--- config.mk ---
export PLATFORM = sky130hd
export DESIGN_NAME = sdc_ctrl
export DESIGN_NICKNAME = d
export VERILOG_FILES = /design/src/rtl/sdc_pkg.sv /design/src/rtl/sdc_rr_pick.sv /design/src/rtl/sdc_chan.sv /design/src/rtl/sdc_ctrl.sv
export SDC_FILE = /design/constraint.sdc
export NUM_CORES = 1
export LEC_CHECK = 0
export BUFFER_PORTS_ARGS = -buffer_cell sky130_fd_sc_hd__buf_2
export CAP_MARGIN = 20
export CORE_UTILIZATION = 30
export DETAILED_ROUTE_END_ITERATION = 7
export GPL_TIMING_DRIVEN = 0
export SLEW_MARGIN = 40
export SYNTH_ARGS = -nofsm -noshare
export SYNTH_HDL_FRONTEND = slang
export SYNTH_SLANG_ARGS = --single-unit
--- constraint.sdc ---
create_clock -name clk -period 5.95 [get_ports clk]
set_input_delay 1.4875 -clock clk [delete_from_list [all_inputs] [get_ports clk]]
set_output_delay 1.4875 -clock clk [all_outputs]
set_load 0.02 [all_outputs]
--- src/rtl/sdc_pkg.sv ---
package sdc_pkg;
    typedef enum logic [1:0] {S_IDLE, S_FETCH, S_RUN, S_WB} sdc_st_e;

    // global register offsets (reg_addr[5:0] with reg_addr[11:6] == 0)
    localparam logic [5:0] OFF_G_STAT = 6'h10;
    localparam logic [5:0] OFF_G_CLR  = 6'h18;
    localparam logic [5:0] OFF_G_EN   = 6'h20;
    // channel register offsets inside a 0x40 window above 0x100
    localparam logic [5:0] OFF_C_PTR  = 6'h00;
    localparam logic [5:0] OFF_C_SEMA = 6'h10;
    localparam logic [5:0] OFF_C_STAT = 6'h20;
    localparam logic [5:0] OFF_C_CLR  = 6'h28;

    localparam int W_NEXT = 0;
    localparam int W_CTL0 = 1;
    localparam int W_CTL1 = 2;
    localparam int W_SRC  = 3;
    localparam int W_DST  = 4;
    localparam int W_SIZE = 5;
    localparam logic [2:0] W_LAST = 3'd7;

    localparam int CTL_IRQ = 0;
    localparam int CTL_DEC = 1;
    localparam logic [7:0] ERR_FETCH = 8'h01;
endpackage

--- src/rtl/sdc_rr_pick.sv ---
module sdc_rr_pick #(
    parameter int NCH = 4,
    localparam int CHW = (NCH > 1) ? $clog2(NCH) : 1
) (
    input  logic [NCH-1:0] req,
    input  logic [CHW-1:0] last,
    output logic           any,
    output logic [CHW-1:0] gnt
);
    always_comb begin
        any = 1'b0;
        gnt = last;
        for (int i = 1; i <= NCH; i++) begin
            if (!any && req[(int'(last) + i) % NCH]) begin
                any = 1'b1;
                gnt = CHW'((int'(last) + i) % NCH);
            end
        end
    end
endmodule

--- src/rtl/sdc_chan.sv ---
module sdc_chan #(
    parameter int SEMA_W = 8
) (
    input  logic              clk,
    input  logic              rst_n,
    input  logic              en,
    input  logic              wr_ptr,
    input  logic              wr_sema,
    input  logic              wr_clr,
    input  logic [31:0]       wdata,
    input  logic              done,
    input  logic [31:0]       done_next,
    input  logic              done_dec,
    input  logic [7:0]        done_err,
    output logic              ready,
    output logic [31:0]       ptr,
    output logic [SEMA_W-1:0] sema,
    output logic [7:0]        err
);
    localparam int SUM_W = SEMA_W + 2;
    localparam logic [SUM_W-1:0] SEMA_MAX = SUM_W'((1 << SEMA_W) - 1);

    typedef struct packed {
        logic [31:0]       ptr;
        logic [SEMA_W-1:0] sema;
        logic [7:0]        err;
    } chan_t;

    chan_t c_d, c_q;
    logic [SUM_W-1:0] total;
    logic             good;

    always_comb begin
        c_d   = c_q;
        good  = done && (done_err == 8'h00);
        total = SUM_W'(c_q.sema)
              + (wr_sema ? SUM_W'(wdata[SEMA_W-1:0]) : '0)
              - SUM_W'(good && done_dec);
        c_d.sema = (total > SEMA_MAX) ? SEMA_MAX[SEMA_W-1:0] : total[SEMA_W-1:0];
        if (good)
            c_d.ptr = done_next;
        if (wr_ptr)
            c_d.ptr = wdata;
        if (wr_clr)
            c_d.err = c_q.err & ~wdata[7:0];
        if (done && !good)
            c_d.err = done_err;
    end

    always_ff @(posedge clk or negedge rst_n) begin
        if (!rst_n) c_q <= '0;
        else        c_q <= c_d;
    end

    assign ptr   = c_q.ptr;
    assign sema  = c_q.sema;
    assign err   = c_q.err;
    assign ready = en && (c_q.sema != '0) && (c_q.err == 8'h00) && (c_q.ptr != 32'h0);
endmodule

--- src/rtl/sdc_ctrl.sv ---
module sdc_ctrl
    import sdc_pkg::*;
#(
    parameter int NCH    = 4,
    parameter int SEMA_W = 8,
    parameter int RA_W   = 12,
    localparam int CHW   = (NCH > 1) ? $clog2(NCH) : 1
) (
    input  logic            clk,
    input  logic            rst_n,
    input  logic            reg_wr,
    input  logic [RA_W-1:0] reg_addr,
    input  logic [31:0]     reg_wdata,
    output logic [31:0]     reg_rdata,
    output logic            mem_req,
    output logic            mem_we,
    output logic [31:0]     mem_addr,
    output logic [31:0]     mem_wdata,
    input  logic            mem_ack,
    input  logic            mem_err,
    input  logic [31:0]     mem_rdata,
    output logic            eng_valid,
    output logic [CHW-1:0]  eng_chan,
    output logic [31:0]     eng_ctrl0,
    output logic [31:0]     eng_ctrl1,
    output logic [31:0]     eng_src,
    output logic [31:0]     eng_dst,
    output logic [31:0]     eng_size,
    input  logic            eng_done,
    input  logic [7:0]      eng_err,
    output logic            irq
);
    typedef struct packed {
        sdc_st_e          st;
        logic [CHW-1:0]   ch;
        logic [CHW-1:0]   last;
        logic [2:0]       beat;
        logic [31:0]      base;
        logic [7:0][31:0] w;
        logic [7:0]       code;
        logic [NCH-1:0]   gstat;
        logic [NCH-1:0]   en;
    } seq_t;

    seq_t r_d, r_q;

    logic [NCH-1:0]             ch_ready, wr_ptr, wr_sema, wr_clr, done_vec;
    logic [NCH-1:0][31:0]       ch_ptr;
    logic [NCH-1:0][SEMA_W-1:0] ch_sema;
    logic [NCH-1:0][7:0]        ch_err;
    logic                       glob_hit, chan_hit, pick_any, start, done, done_irq;
    logic [CHW-1:0]             pick, start_ch;
    logic [1:0]                 sel;
    logic [5:0]                 off;
    logic [7:0]                 done_err;

    assign off      = reg_addr[5:0];
    assign sel      = reg_addr[7:6];
    assign glob_hit = (reg_addr[RA_W-1:6] == '0);
    assign chan_hit = (reg_addr[RA_W-1:8] == (RA_W-8)'(1));

    sdc_rr_pick #(.NCH(NCH)) u_pick (
        .req(ch_ready), .last(r_q.last), .any(pick_any), .gnt(pick)
    );

    for (genvar n = 0; n < NCH; n++) begin : g_ch
        assign wr_ptr[n]   = reg_wr && chan_hit && (sel == 2'(n)) && (off == OFF_C_PTR);
        assign wr_sema[n]  = reg_wr && chan_hit && (sel == 2'(n)) && (off == OFF_C_SEMA);
        assign wr_clr[n]   = reg_wr && chan_hit && (sel == 2'(n)) && (off == OFF_C_CLR);
        assign done_vec[n] = done && (r_q.ch == CHW'(n));
        sdc_chan #(.SEMA_W(SEMA_W)) u_chan (
            .clk(clk), .rst_n(rst_n), .en(r_q.en[n]),
            .wr_ptr(wr_ptr[n]), .wr_sema(wr_sema[n]), .wr_clr(wr_clr[n]), .wdata(reg_wdata),
            .done(done_vec[n]), .done_next(r_q.w[W_NEXT]), .done_dec(r_q.w[W_CTL0][CTL_DEC]),
            .done_err(done_err), .ready(ch_ready[n]), .ptr(ch_ptr[n]),
            .sema(ch_sema[n]), .err(ch_err[n])
        );
    end

    always_comb begin
        r_d      = r_q;
        start    = 1'b0;
        start_ch = pick;
        done     = 1'b0;
        done_err = 8'h00;
        done_irq = 1'b0;
        mem_req  = 1'b0;
        mem_we   = 1'b0;
        mem_addr = r_q.base + {27'h0, r_q.beat, 2'b00};
        if (reg_wr && glob_hit && off == OFF_G_CLR)
            r_d.gstat = r_q.gstat & ~reg_wdata[NCH-1:0];
        if (reg_wr && glob_hit && off == OFF_G_EN)
            r_d.en = reg_wdata[NCH-1:0];
        case (r_q.st)
            S_IDLE: if (pick_any) begin
                start     = 1'b1;
                r_d.st    = S_FETCH;
                r_d.ch    = pick;
                r_d.last  = pick;
                r_d.base  = ch_ptr[pick];
                r_d.beat  = 3'd0;
                r_d.code  = 8'h00;
            end
            S_FETCH: begin
                mem_req = 1'b1;
                if (mem_ack && mem_err) begin
                    done     = 1'b1;
                    done_err = ERR_FETCH;
                    done_irq = 1'b1;
                    r_d.st   = S_IDLE;
                end else if (mem_ack) begin
                    r_d.w[r_q.beat] = mem_rdata;
                    r_d.beat        = r_q.beat + 3'd1;
                    if (r_q.beat == W_LAST)
                        r_d.st = S_RUN;
                end
            end
            S_RUN: if (eng_done) begin
                r_d.code = eng_err;
                r_d.st   = S_WB;
            end
            default: begin
                mem_req  = 1'b1;
                mem_we   = 1'b1;
                mem_addr = r_q.base + {27'h0, W_LAST, 2'b00};
                if (mem_ack) begin
                    done     = 1'b1;
                    done_err = r_q.code;
                    done_irq = r_q.w[W_CTL0][CTL_IRQ];
                    r_d.st   = S_IDLE;
                end
            end
        endcase
        if (done && done_irq)
            r_d.gstat[r_q.ch] = 1'b1;
    end

    always_ff @(posedge clk or negedge rst_n) begin
        if (!rst_n) r_q <= '0;
        else        r_q <= r_d;
    end

    always_comb begin
        reg_rdata = 32'h0;
        if (glob_hit && off == OFF_G_STAT)
            reg_rdata = 32'(r_q.gstat);
        else if (glob_hit && off == OFF_G_EN)
            reg_rdata = 32'(r_q.en);
        else if (chan_hit && int'(sel) < NCH) begin
            case (off)
                OFF_C_PTR:  reg_rdata = ch_ptr[sel[CHW-1:0]];
                OFF_C_SEMA: reg_rdata = 32'(ch_sema[sel[CHW-1:0]]);
                OFF_C_STAT: reg_rdata = 32'(ch_err[sel[CHW-1:0]]);
                default:    reg_rdata = 32'h0;
            endcase
        end
    end

    assign mem_wdata = {8'h00, r_q.code, 15'h0000, (r_q.code == 8'h00)};
    assign eng_valid = (r_q.st == S_RUN);
    assign eng_chan  = r_q.ch;
    assign eng_ctrl0 = r_q.w[W_CTL0];
    assign eng_ctrl1 = r_q.w[W_CTL1];
    assign eng_src   = r_q.w[W_SRC];
    assign eng_dst   = r_q.w[W_DST];
    assign eng_size  = r_q.w[W_SIZE];
    assign irq       = |r_q.gstat;
endmodule

-- Yosys cells after proc, flatten, opt, wreduce, memory -nomap -nowiden
Index checks and enable logic that the tools add are counted.
- muxes and demuxes: 87
- bitwise operators: 13
- equal/unequal tests: 20
- magnitude comparators: 14
- $add $sub $neg: 15
- reduce and logical (&&, ||, !) cells: 106
- operators with widths (cell ; number):
    32-bit two-way mux ; 15
    256-bit bitwise mux ; 1
    8-bit two-way mux ; 21
    32-bit binary-select mux with 2-bit select ; 2
    32-bit nonzero test ; 4
    32-bit demux with 3-bit select ; 1
    32-bit case mux with 3 select lines ; 1
    1-bit logical AND ; 57
    8-bit logical NOT ; 6
    41-bit two-way mux ; 1
    8-bit by 10-bit adder with 10-bit output ; 4
    10-bit by 8-bit > comparator with 1-bit output, second input constant ; 4
    10-bit by 1-bit subtractor with 10-bit output ; 4
    32-bit by 5-bit adder with 32-bit output ; 1
    32-bit by 5-bit adder with 32-bit output, second input constant ; 1
    8-bit AND ; 4
    8-bit binary-select mux with 2-bit select ; 2
    8-bit case mux with 2 select lines ; 2
    8-bit nonzero test ; 4
    3-bit by 4-bit < comparator with 1-bit output, second input constant ; 5
    2-bit nonzero test ; 10
    1-bit two-way mux ; 19
    2-bit two-way mux ; 9
    6-bit by 5-bit equality test with 1-bit output, second input constant ; 2
    38 further kinds ; 75
- output and inout bits: 262
- register bits: 503
- word-level logic and storage cells: 282

-- Logic depth before layout (Yosys ltp)
Gate-level depths: netlist of run 1.
- word-level depth: 21
- depth in mapped cells: 20
- gate-level depth less buffers: 18

-- Hierarchy
A second synthesis of run 1 with hierarchy kept.
- cell total of the unflattened synthesis: 2360
- area total of the unflattened synthesis: 25391.9 um2
- by module, submodules not included (module ; cells an instance ; area an instance (um2) ; seq. area each (um2) ; instances):
    sdc_ctrl ; 1110 ; 14148.6 ; 6180.9 ; 1
    sdc_chan ; 309 ; 2790.2 ; 1201.2 ; 4
    sdc_rr_pick ; 14 ; 82.6 ; 0.0 ; 1

-- Worst setup path before layout of run 1
Ideal clock, no wire load.
- path kind: input-to-reg
- from: input reg_addr[1]
- to: register g_ch[0].u_chan.c_q, in the netlist g_ch[0].u_chan.sema[4]
- arrival: 5.043 ns
- setup time: 0.156 ns
- setup slack: 0.751 ns
- stages on the path: 16
- data required time: 5.794 ns
- cells stage by stage: nor3_1 > nand3b_1 > nor2_1 > nand4_1 > nor3_1 > nand2_1 > ha_1 > fa_1 > nor2b_1 > o21ai_0 > a21boi_0 > o21ai_0 > a21boi_0 > o21ai_0 > o211ai_1 > o211ai_1
- RTL lines (element ; line ; source):
    start, declared ; sdc_ctrl.sv:12 ; input logic [RA_W-1:0] reg_addr,
    end signal, assigned ; sdc_chan.sv:51 ; if (!rst_n) c_q <= '0;
    end signal, assigned ; sdc_chan.sv:52 ; else c_q <= c_d;
    end, declared ; sdc_chan.sv:29 ; chan_t c_d, c_q;

-- Final worst setup path of run 1
- from: input reg_addr[1]
- to: output reg_rdata[17]
- longest elaborated chain between the ends: 5
- elaborated cells on any way between the ends: 9
- classes of those cells: eq/ne (2); mux (4); reduce/logical (3)
- RTL lines (element ; line ; source):
    6-bit equality test (tied with other cells) ; sdc_ctrl.sv:147, sdc_ctrl.sv:150 ;
    32-bit case mux with 3 select lines ; sdc_ctrl.sv:150 ; case (off)
    32-bit two-way mux ; sdc_ctrl.sv:149 ; else if (chan_hit && int'(sel) < NCH) begin
    32-bit two-way mux ; sdc_ctrl.sv:147 ; else if (glob_hit && off == OFF_G_EN)
    32-bit two-way mux * ; sdc_ctrl.sv:145 ; if (glob_hit && off == OFF_G_STAT)
    end, declared ; sdc_ctrl.sv:14 ; output logic [31:0] reg_rdata,
Mark *: on every way between the ends. The rest lies on a longest branch, timed or not.

==> results of run 1 <==
repair_timing:
| action | CTS | global route |
|---|---|---|
| cloned | 0 | 0 |
| endpoints found under the setup margin | 7 | 32 |
| pin swaps | 0 | 3 |
| hold buffers | 0 | 0 |
| setup buffers | 0 | 3 |
| gates resized for setup | 2 | 4 |
logic make-up (layout without fill, tap and decap cells):
family | count (synthesis) | count (layout) | share of synthesized area [%]
AOI/OAI and AO/OA | 343 | 343 | 8.891
buffers and inverters | 434 | 869 | 9.678
xor gates and xnor gates | 45 | 45 | 1.580
and+or+nand+nor | 576 | 576 | 11.03
other | 1 | 25 | 0.01504
adders and majority gates | 78 | 78 | 4.064
muxes | 430 | 430 | 20.69
DFF | 439 | 439 | 44.05
flip-flops by register name, summed over array words and instances, names as in the netlist:
register / count
eng_ctrl1: 32
g_ch.u_chan.ptr: 128
g_ch.u_chan.sema: 32
mem_wdata: 8
eng_size: 32
g_ch.u_chan.err: 32
r_q: 79
eng_dst: 32
eng_ctrl0: 32
eng_src: 32
layout by cell type (no fill, tap or decap), drive strengths merged, types with 9 or more instances in the layout:
cell,instances
nand4,14
clkbuf,173
mux2,203
xor2,14
xnor2,31
inv,124
nand2,130
clkinv,10
a221oi,32
a21oi,149
nor4,40
dfrtp,439
nand3,62
nor2,209
a22oi,12
a211oi,20
a21o,11
and2,44
nor3,18
ha,73
or4,9
conb,23
buf,559
o21ai,70
o211ai,13
mux2i,179
mux4,48
per-layer routing:
layer	routed length (um)	vias to the layer above	track usage (%)
li1	-	8915	-
met1	36540	9670	27.07
met2	39080	874	31.30
met3	8171	119	5.575
met4	2006	8	5.241
met5	47	-	0
cell type report:
cell class / count / area, sq um
repair buffers: 340 / 1877
plain buffers: 310 / 1984
well taps: 1070 / 1339
fillers: 8224 / 52030
multi-input cells: 1495 / 11700
clock buffers: 82 / 1595
inverters: 123 / 461.7
flip-flops and latches: 439 / 10990
diodes: 2 / 5.005
clock inverters: 14 / 141.4
final timing paths:
path / end / depth (start not counted)
max: reg_rdata[17] / 8
min: eng_size[8] / 1
max reg2reg: g_ch[0].u_chan.sema[4] / 21
min reg2reg: eng_size[8] / 1
max in group asynchronous: eng_ctrl1[7] / 4
min in group asynchronous: eng_src[25] / 1
through the flow:
step	setup slack, ns	TNS, ns	instance area [sq um]	total power, uW
global placement	-6.210	-2704.44	28000	4450
detailed placement	-0.6478	-15.08	28300	4478
CTS	0.02651	0	30040	7782
finish	0.2386	0	30080	7730
floorplan	0.7511	0	25020	4029
global route	0.01251	0	30080	8050
power breakdown:
group | leakage, uW | internal [uW] | switching, uW
sequential | 0.00591 | 3130 | 173
combinational | 0.00947 | 474 | 663
clock | 0.000861 | 1920 | 1360
==> reports/qor.yml, run 1 <==
synth_enable_flop_cells: 0
worstHoldPathType: "flip-flop to flip-flop"
netlist_area_sq_um: 24940
start_util_pct: 30.37
ant_nets: 0
first_pass_iters: 5
grt_pass1_wl_mm: 127.1
hold_violations: 0
cp-start-kind: "primary input"
async_reset_ff_share_pct: 100.0
ys_types: 66
synth_top_cells_by_count: "439 x dfrtp_1, 207 x nor2_1, 199 x mux2_2"
worst_ep_arrival_time_ns: 4.22
slowest_delay_ns: 0.62
port_buffers: 327
drc: 0
syn_to_final_growth_pct: 20.64
clock-sinks: 439
ys_warn_count: 0
peakVddDrop_v: 0.0002033
p_leak_uw: 0.01624
final_layout_size_suffix_gt1_share_pct: 33.86
avgSynthCellArea_sq_um: 10.63
cts_tree: "built"
finalWirelength_mm: 85.85
vias_per_cell: 5.054
max_cap_violations: 0
dp_hpwl_mm: 63.44
syn-instance-count: 2346
rrSetupSlack_ns: 0.48
critical_path_class: "primary input to output port"
cpMaxStageDelayCell: "nor3b_4"
fin_worst_skew_ns: 0.01757
dp.cells: 3775
power_density_nw_per_um2: 256.9
crit_family: "simple AND/OR/NAND/NOR gates"
antenna_found_initial: 7
num_vias: 19590
ys_ff_latch: 439
synthFlopType: "dfrtp_1"
worst_pin_slew_ns: 0.8954
utilization_pct: 36.64
final_cell_count_no_fill: 3875
r2r-start: "mem_wdata[16]"
required_ns: 4.46
grtUsageTotal_pct: 20.01
setup_viol: 0
outcome: "completed"
coreArea_sq_um: 82110
clk_latency_ns: 0.61
ios: 352
synth-seq-area-share_pct: 44.05
dieArea_sq_um: 84280
path_cells: "buf_2 -> nor4_2 -> nor2b_1 -> clkbuf_1 -> nor3b_4 -> clkbuf_1 -> and2_1 -> buf_2"
die_h_um: 290.3
numCtsBuffers: 52
overflow: 0
crit_buf_inv: 4
synth_area_leaders: "dfrtp_1 44%, mux2_2 9.0%, mux2i_1 7.2%, buf_4 6.0%, mux4_2 4.3%"
rows: 105
min-delay-start: "eng_size[8]"
grt_start_max_net_pins: 71
slew_headroom_pct: 40.31
fmax_ghz: 0.1751
crit_start: "reg_addr[1]"
clockBufferDepth: 3
rsz0062_at_grt: "no"
drt_iter0_drc: 1936
slew_violations: 0
fin_hold_ws_ns: 0.5023
cp_max_fo: 10
dieWidth_um: 290.3
post-route-period-util_pct: 95.99
synth.most_common_cell: "dfrtp_1"
wl_per_cell_um: 22.15
clkTransAtPathRegs_ns: 0.05
gp_congestion: 0.9195
min_period_ns: 5.711
synth_top_area_share_pct: 44.05
grt_pass1_vias: 18880
final_nets: 2929
cp-end-kind: "output port"
root_buffer: "clkbuf_16"
h-tree-depth: 2
yosysTopAreaCell: "dfrtp_1"
Power figures use the tool's default switching activity.
==> inputs of run 2 (changes only) <==
--- a/config.mk
+++ b/config.mk
@@ -7,9 +7,10 @@
 export LEC_CHECK = 0
 export BUFFER_PORTS_ARGS = -buffer_cell sky130_fd_sc_hd__buf_2
 export CAP_MARGIN = 20
-export CORE_UTILIZATION = 30
+export CORE_UTILIZATION = 58
 export DETAILED_ROUTE_END_ITERATION = 7
 export GPL_TIMING_DRIVEN = 0
+export PLACE_DENSITY = 0.91
 export SLEW_MARGIN = 40
 export SYNTH_ARGS = -nofsm -noshare
 export SYNTH_HDL_FRONTEND = slang
==> reports/qor.yml, run 2 (synthesis results as in run 1) <==
coreArea_sq_um: 42130
clock-sinks: 439
worst_pin_slew_ns: 0.9130
power_uw: 7733
r2r_cells: 21
slew_headroom_pct: 38.91
crit_cells: 8
switching_share_pct: 28.35
cp_max_fo: 10
r2r-start: "mem_wdata[16]"
power_density_nw_per_um2: 263.8
pwr-share-seq_pct: 42.8
use_met3_pct: 10.67
final_cell_count_no_fill: 3335
clkTransAtPathRegs_ns: 0.06
gp_congestion: 0.9926
p_comb_share_pct: 15.1
num_vias: 21090
crit_start: "reg_addr[1]"
slowest_delay_ns: 0.67
grt.met2_usage_pct: 59.62
dp_hpwl_mm: 58.50
dp.cells: 3242
outcome: "finished with violations"
min_period_ns: 5.696
cpMaxStageDelayCell: "nor3b_4"
ios: 352
grt_pass1_vias: 21300
root_buffer: "clkbuf_16"
critPathCapture: "reg_rdata[21]"
first_pass_iters: 8
die_h_um: 209.4
fin_tns_setup_ns: 0
cp-start-kind: "primary input"
rrSetupSlack_ns: 0.57
grt_util_met1_pct: 44.76
antenna_found_initial: 7
final_nets: 2925
place_ws_ns: -0.5329
p_leak_uw: 0.01615
fin_worst_skew_ns: 0.02532
vias_per_cell: 6.324
grt_start_max_net_pins: 82
crit_family: "simple AND/OR/NAND/NOR gates"
violations: "design-rule violations"
wl_per_cell_um: 24.62
post-route-period-util_pct: 95.74
final_common_cell: "dfrtp_1"
overflow: 0
utilization_pct: 69.58
peakVddDrop_v: 0.0002794
rows: 75
clk_latency_ns: 0.61
reg2reg_to: "g_ch[3].u_chan.sema[4]"
fillCellCount: 2922
cp-end-kind: "output port"
required_ns: 4.46
slew_violations: 0
busiest_layer: "met2"
numCtsBuffers: 48
largest_register_ff_count: 128
cts_tree: "built"
final_layout_size_suffix_gt1_share_pct: 33.02
path_cells: "buf_2 -> nor4_1 -> nor2b_1 -> clkbuf_1 -> nor3b_4 -> clkbuf_1 -> and2_1 -> buf_2"
finalWirelength_mm: 82.12
fin_ws_ns: 0.2536
rsz0062_at_grt: "no"
start_util_pct: 59.19
dieArea_sq_um: 43830
p_switching_uw: 2192
dieWidth_um: 209.4
port_buffers: 327
setup_viol: 0
clockBufferDepth: 3
drt_iter0_drc: 2544
critical_path_class: "primary input to output port"
intPower_uw: 5541
hold_violations: 0
fmax_ghz: 0.1755
ant_nets: 0
clkPwrFrac_pct: 42.1
h-tree-depth: 2
worstHoldPathType: "flip-flop to flip-flop"
grtUsageTotal_pct: 37.19
worst_ep_arrival_time_ns: 4.21
max_cap_violations: 0
syn_to_final_growth_pct: 17.57
hold_buffers: 0
final_cell_mix: "439 x dfrtp_1, 339 x buf_2, 204 x nor2_1"
grt_pass1_wl_mm: 123.8
drc: 32
crit_buf_inv: 4
run 2: stage by stage:
stage / area [sq um] / hold WS [ns]
3_3_place_gp: 27330 / 0.4895
3_5_place_dp: 27550 / 0.4948
4_1_cts: 29220 / 0.5086
5_1_grt: 29310 / 0.5120
6_report: 29320 / 0.5045
2_1_floorplan: 25020 / 0.4760
run 2: cell type report:
class / instances / area [sq um] / area share [%]
antenna: 7 / 17.52 / 0.05975
tap: 539 / 674.4 / 2.300
sequential: 439 / 10990 / 37.47
clock inverter: 17 / 324.1 / 1.105
inverter: 123 / 461.7 / 1.575
buffer: 311 / 1973 / 6.730
multi-input combinational: 1495 / 11680 / 39.85
clock buffer: 65 / 1346 / 4.592
timing repair buffer: 339 / 1852 / 6.316
run 2: worst min-delay path by stage:
| stage | end | depth (start not counted) | slack (ns) | start |
|---|---|---|---|---|
| after detailed placement | eng_size[30] | 1 | 0.49 | eng_size[30] |
| after global routing | eng_size[4] | 1 | 0.51 | eng_size[4] |
| after floorplan | g_ch[2].u_chan.err[7] | 2 | 0.48 | g_ch[2].u_chan.err[7] |
| final | eng_size[18] | 1 | 0.50 | eng_size[18] |
| after global placement | eng_dst[4] | 1 | 0.49 | eng_dst[4] |
| after CTS | eng_size[1] | 1 | 0.51 | eng_size[1] |
run 2: power groups by stage:
stage / combinational [uW] / sequential, uW / clock (uW)
global placement: 1050 / 3340 / 0
finish: 1170 / 3310 / 3250
global route: 1280 / 3320 / 3340
CTS: 1140 / 3300 / 3240
detailed placement: 1120 / 3350 / 0
floorplan: 754 / 3270 / 0
run 2: layer usage:
metal  wire, um  part of all wire, %
met5         22                0.027
met4       5043                  6.1
met3       9309                   11
met2      38500                   47
met1      29250                   36
run 2: worst reg2reg max path, delay by kind of cell, from the launching register on:
| kind | cells | cell delay, ns |
|---|---|---|
| buffers and inverters | 5 | 0.90 |
| and+or+nand+nor | 6 | 1.73 |
| adders and majority gates | 3 | 0.85 |
| DFF | 1 | 0.43 |
| AOI/OAI and AO/OA | 7 | 1.35 |
run 2: repair_timing:
item | 4_1_cts | 5_1_grt
resized for setup | 0 | 8
setup endpoints to repair | 0 | 32
setup buffers | 0 | 4
